`src/rtl/vec_irq_ctrl.sv`:
```
module vec_irq_ctrl #(
  parameter int NSRC = 9,
  parameter int AW   = 2,
  parameter int DW   = 8
) (
  input  logic            clk,
  input  logic            rst_n,
  input  logic [NSRC-1:0] src_pulse,
  input  logic            brk_req,
  input  logic            ack,
  input  logic            wr_en,
  input  logic [AW-1:0]   addr,
  input  logic [DW-1:0]   wdata,
  output logic [DW-1:0]   rdata,
  output logic            irq_pend,
  output logic [15:0]     vec_addr
);
  localparam int LW      = $clog2(NSRC + 2);
  localparam int HI_W    = NSRC - DW;
  localparam logic [LW-1:0] BRK_LVL = LW'(NSRC + 1);

  logic [NSRC-1:0] req, en, live, keep;
  logic            iflag, rst_pend;
  logic [LW-1:0]   lvl;

  assign live     = req & en & {NSRC{~iflag}};
  assign irq_pend = rst_pend | (|live) | brk_req;
  wire   take     = ack & irq_pend;

  always_comb begin
    lvl = BRK_LVL;
    for (int i = NSRC - 1; i >= 0; i--)
      if (live[i]) lvl = LW'(i + 1);
    if (rst_pend) lvl = '0;
  end

  always_comb begin
    keep = '1;
    if (wr_en && addr == AW'(0)) keep[DW-1:0] = keep[DW-1:0] & wdata;
    if (wr_en && addr == AW'(1)) keep[NSRC-1:DW] = keep[NSRC-1:DW] & wdata[HI_W-1:0];
    for (int i = 0; i < NSRC; i++)
      if (take && lvl == LW'(i + 1)) keep[i] = 1'b0;
  end

  always_ff @(posedge clk or negedge rst_n) begin
    if (!rst_n) begin
      req      <= '0;
      en       <= '0;
      iflag    <= 1'b1;
      rst_pend <= 1'b1;
      vec_addr <= 16'hFFFE;
    end else begin
      req <= (req & keep) | src_pulse;
      if (wr_en && addr == AW'(2)) en[DW-1:0] <= wdata;
      if (wr_en && addr == AW'(3)) begin
        en[NSRC-1:DW] <= wdata[HI_W-1:0];
        iflag         <= wdata[DW-1];
      end
      if (take) begin
        iflag    <= 1'b1;
        rst_pend <= 1'b0;
        vec_addr <= 16'hFFFE - {11'd0, lvl, 1'b0};
      end
    end
  end

  always_comb begin
    rdata = '0;
    case (addr)
      AW'(0): rdata = req[DW-1:0];
      AW'(1): rdata[HI_W-1:0] = req[NSRC-1:DW];
      AW'(2): rdata = en[DW-1:0];
      default: begin
        rdata[HI_W-1:0] = en[NSRC-1:DW];
        rdata[DW-1]     = iflag;
      end
    endcase
  end

  AST_ACK_SETS_FLAG: assert property (@(posedge clk) disable iff (!rst_n)
    take |=> iflag);
  AST_VEC_HOLDS: assert property (@(posedge clk) disable iff (!rst_n)
    !take |=> $stable(vec_addr));
  AST_RESET_ENTRY_PENDS: assert property (@(posedge clk) disable iff (!rst_n)
    rst_pend |-> irq_pend);
  AST_MASKED_QUIET: assert property (@(posedge clk) disable iff (!rst_n)
    (iflag && !rst_pend && !brk_req) |-> !irq_pend);
  AST_BRK_ALWAYS: assert property (@(posedge clk) disable iff (!rst_n)
    brk_req |-> irq_pend);
  AST_NO_SW_SET: assert property (@(posedge clk) disable iff (!rst_n)
    (src_pulse == '0) |=> ((req & ~$past(req)) == '0));
  AST_PULSE_WINS: assert property (@(posedge clk) disable iff (!rst_n)
    (src_pulse != '0) |=> ((req & $past(src_pulse)) == $past(src_pulse)));
  AST_IDLE_ACK: assert property (@(posedge clk) disable iff (!rst_n)
    (ack && !irq_pend && !wr_en) |=> ($stable(iflag) && $stable(vec_addr)));
endmodule

```
`config.mk`:
```
export PLATFORM = sky130hd
export DESIGN_NAME = vec_irq_ctrl
export DESIGN_NICKNAME = d
export VERILOG_FILES = /design/src/rtl/vec_irq_ctrl.sv
export SDC_FILE = /design/constraint.sdc
export NUM_CORES = 1
export LEC_CHECK = 0
export BUFFER_PORTS_ARGS = -buffer_cell sky130_fd_sc_hd__buf_2
export CAP_MARGIN = 20
export CORE_AREA = 5 5 62 64
export DETAILED_ROUTE_END_ITERATION = 10
export DIE_AREA = 0 0 67 69
export GPL_TIMING_DRIVEN = 0
export PLACE_DENSITY = 0.76
export SYNTH_ARGS = -nofsm -noshare
export SYNTH_HDL_FRONTEND = slang
export SYNTH_SLANG_ARGS = --single-unit
```
`constraint.sdc`:
```
create_clock -name clk -period 2.4 [get_ports clk]
set_clock_uncertainty 0.1 [all_clocks]
set_input_delay 0.6 -clock clk [delete_from_list [all_inputs] [get_ports clk]]
set_output_delay 0.6 -clock clk [all_outputs]
set_load 0.1 [all_outputs]
```
After elaboration in Yosys (flattened, before gate mapping)
Cells that the tools add are included.
- muxes and demuxes: 26
- reductions and logical operators: 16
- equality and inequality tests: 12
- bitwise operators: 8
- add/subtract/negate cells: 1
- operators with widths (kind ; count):
    $mux W4 ; 8
    $and A9 B9 Y9 ; 3
    $eq A4 B3 Y1 const B ; 4
    $logic_and A1 B1 Y1 ; 13
    $mux W1 ; 12
    $pmux W6 S2 ; 1
    $or A9 B9 Y9 ; 1
    $reduce_or A9 Y1 ; 1
    $eq A4 B2 Y1 const B ; 2
    $eq A4 B4 Y1 const B ; 2
    $mux W8 ; 1
    $sub A2 B6 Y7 const A ; 1
    $pmux W1 S3 ; 2
    $eq A2 B2 Y1 const B ; 2
    $eq A4 B1 Y1 const B ; 1
    $mux W2 ; 2
    $eq A2 B1 Y1 const B ; 1
    $logic_not A2 Y1 ; 1
    $or A1 B1 Y1 ; 2
    $reduce_bool A2 Y1 ; 1
    $and A1 B1 Y1 ; 1
    $not A1 Y1 ; 1
- output and inout bits: 25
- flip-flop bits (word level): 36
- word-level logic and storage cells: 69

Longest topological paths before layout
- word-level depth: 17
- mapped depth: 6

Least setup slack after synthesis
OpenSTA, ideal clock, no wires.
- path kind: input port to output port
- from: in addr[1]
- to: out rdata[1]
- cell stages on the path: 3
- required time: 1.700 ns
- buffers on the path: 1
- arrival: 2.363 ns
- path slack: -0.663 ns
- path through: buf_1 > mux2i_1 > nor2_1
- word-level cells in the longest chain between the ends: 2
- ends and longest elaborated chain (element ; RTL line ; RTL):
    from (decl) ; 12 ; input logic [AW-1:0] addr,
    $eq A2 B2 Y1 / $logic_not A2 Y1 (equally long branches) ; 69 ; case (addr)
    $pmux W6 S2 * ; 69 ;
    to (decl) ; 14 ; output logic [DW-1:0] rdata,
Every way passes the cells marked *; elsewhere a longest branch is shown, timed or not.

Final worst setup path
- from: in addr[0]
- to: out rdata[0]
- word-level cells in the longest chain between the ends: 2
- ends and longest elaborated chain (element ; RTL line):
    $eq A2 B2 Y1, or another cell as far along ; 69
    $pmux W1 S3 * ; 69
Marks and branches as above.

==> run_results.csv <==
group,metric,value,unit
placed_design,portBuffers,36,
pwr,p_leak,0.8683,nW
sta,fin_crit_sh,0.9784,
worst_setup_path,criticalPathCategory,"input port to output port",
layout,num_antenna_cells,0,
layout,fin_cells,245,
grt,grt_overflow,0,
synthesis,synth_cells,148,
sta,fmax,425.9,MHz
die,fp.dieW,67,um
drt,ant_nets,0,
placed_design,gp_congestion,0.8294,
placed_design,dp_hpwl,2872,um
synthesis,ys_ff_latch,24,
grt,grt_pass1_vias,1315,
sta,fin_crit,2.348,ns
die,dieArea,4623,sq um
layout,final_common_cell,"buf_2",
layout,final_cell_mix,"buf_2 (33), buf_4 (16), dfrtp_1 (16)",
sta,finalHoldViolCount,0,
sta,tightestPinTransition,0.5572,ns
grt,grt_usage,0.1746,
worst_setup_path,cp_max_fo,10,
drt,drt-pass1-iter-count,5,
clocking,cts_sinks,24,
synthesis,async_flop_share,1.000,
synthesis,synth_warnings,0,
drt,drt_first_iter_violations,51,
clocking,clk_latency,0.33,ns
worst_setup_path,path_cells,"buf_2, buf_6, mux4_2, buf_4",
grt,antenna_found_initial,0,
worst_setup_path,cp-end-kind,"output port",
die,fp-row-count,21,
layout,fin_area,1953,sq um
worst_setup_path,path_depth,4,
drt,drc,0,
die,start_util,0.4758,
worst_setup_path,critPathRequiredTime,1.70,ns
grt,grt_max_degree,25,
clocking,clockBufferDepth,2,
drt,wire_per_inst,15.47,um
clocking,htree_levels,1,
clocking,clkTransAtPathRegs,0.13,ns
die,core,3232,sq um
layout,drive_gt1_frac,0.4925,
layout,layout.nets,224,
synthesis,synth.avg_cell_area,10.39,sq um
drt,vias_per_cell,5.147,
sta,relSlewSlack,0.6285,
sta,setup_viol,0,
clocking,hold_buffers,0,
drt,wl,3789,um
synthesis,yosysSeqAreaShare,0.3954,
clocking,cts_root_buf,"clkbuf_4",
grt,grt_pass1_wl,6230,um
clocking,cts_buffers,3,
pwr,power.density,746.6,nW/um^2
status,outcome,"completed",
pwr,peakVddDrop,0.0004399,V
clocking,tritoncts,"done",
worst_setup_path,max_stage_delay,0.50,ns
pwr,p_total,1.458,mW
die,io_pins,49,
placed_design,place_area,1844,sq um
die,die_h,69,um
worst_setup_path,critical_path_buf_inv_count,3,
placed_design,dpl.cell_count,240,
layout,area_delta_synth_final,27.01,%
sta,slew_viol_final,0,
job,maxCapViolCount,0,
synthesis,synthesis.area,1538,sq um
drt,via_count,1261,
worst_setup_path,rr_worst_depth,6,
worst_setup_path,cp-start-kind,"input port",
synthesis,synth.distinct_cells,46,
hold_path,hold_path_class,"input port to async pin",
layout,nFillCells,286,
synthesis,synth-edff-count,0,
worst_setup_path,arrival,1.65,ns
worst_setup_path,critPathSlowestCell,"mux4_2",
worst_setup_path,critical_path.top_delay_family,"buffers and inverters",
synthesis,synth_flop_cell,"dfrtp_1",
==> power breakdown <==
| group | leakage [nW] | total (mW) | internal (mW) | switching, mW |
|---|---|---|---|---|
| sequential | 0.251 | 0.526 | 0.474 | 0.0523 |
| combinational | 0.602 | 0.744 | 0.205 | 0.539 |
| clock | 0.0150 | 0.189 | 0.0653 | 0.123 |
==> cells by family after synthesis <==
group | after synthesis | share of synthesized area
AO/OA/AOI/OAI | 42 | 0.2197
AND/OR/NAND/NOR | 40 | 0.1440
flip-flops | 24 | 0.3954
multiplexers | 20 | 0.1530
buffers and inverters | 20 | 0.08299
other | 2 | 0.004884
==> cell type report <==
| cell class | instances | area (sq um) | share of cell area |
|---|---|---|---|
| inverters | 4 | 15.01 | 0.007687 |
| plain buffers | 15 | 116.4 | 0.05958 |
| clock buffers | 4 | 26.28 | 0.01345 |
| multi-input cells | 114 | 912.1 | 0.4670 |
| flip-flops and latches | 24 | 610.6 | 0.3126 |
| repair buffers | 38 | 215.2 | 0.1102 |
| well taps | 46 | 57.56 | 0.02947 |
==> final timing paths <==
check	slack, ns	endpoint	startpoint
max in group asynchronous	1.67	en[1]	rst_n
worst min register to register	0.37	vec_addr[4]	vec_addr[4]
worst max register to register	0.51	req[8]	iflag
min in group clk	0.34	req[5]	src_pulse[5]
worst min-delay path	0.13	en[4]	rst_n
worst max-delay path	0.05	rdata[0]	addr[0]
==> stage by stage <==
step	hold slack (ns)	worst slack [ns]	util	TNS (ns)
after detailed placement	0.3544	-0.5133	0.5707	-2.376
after CTS	0.1398	0.01288	0.5923	0
after global routing	0.1662	-0.002798	0.6043	-0.002798
final	0.1350	0.05192	0.6043	0
after global placement	0.3530	-0.4987	0.5707	-2.185
after floorplan	0.2044	-0.2187	-	-1.070
==> state kept, by name, summed over array words and instances (netlist names) <==
signal    count
req           9
rst_pend      1
iflag         1
en            9
vec_addr      4
==> Yosys cell counts, types with 2 or more instances <==
| cell | number | area (sq um) |
|---|---|---|
| o21ai_0 | 7 | 35.03 |
| inv_1 | 4 | 15.01 |
| a21oi_1 | 9 | 45.04 |
| nand3b_1 | 3 | 22.52 |
| nor2_1 | 13 | 48.80 |
| nand3_1 | 4 | 20.02 |
| dfstp_2 | 6 | 157.7 |
| buf_4 | 12 | 90.09 |
| a21o_1 | 3 | 22.52 |
| nand2_1 | 5 | 18.77 |
| mux2i_1 | 7 | 70.07 |
| a22o_1 | 3 | 26.28 |
| mux2_2 | 10 | 112.6 |
| mux2_4 | 2 | 30.03 |
| nor3_2 | 2 | 20.02 |
| o211ai_1 | 2 | 15.01 |
| dfrtp_1 | 18 | 450.4 |
| and2_1 | 2 | 12.51 |
| or2_0 | 2 | 12.51 |
| buf_1 | 2 | 7.510 |
| nand2_2 | 2 | 12.51 |
| o21bai_1 | 5 | 37.54 |
| conb_1 | 2 | 7.510 |
==> worst reg2reg max path: cells and delay by family (launching register included) <==
| kind | cells | cell delay (ns) |
|---|---|---|
| DFF | 1 | 0.58 |
| AOI/OAI and AO/OA | 3 | 0.56 |
| and+or+nand+nor | 2 | 0.42 |
| buffers and inverters | 1 | 0.15 |
==> metal layers <==
layer  GRT usage  part of all wire  vias to the layer above
met1      0.2117              0.41                      603
met3     0.01786             0.040                       10
met2      0.2948              0.52                       34
li1            -                 -                      614
met5           0                 0                        -
met4     0.09459             0.029                        0
==> what timing repair did <==
item / in CTS / in global routing
gates resized for setup: 13 / 4
endpoints found under the setup margin: 9 / 1
pin swaps: 1 / 2
buffers inserted: 0 / 2
Power figures use the tool's default switching activity.
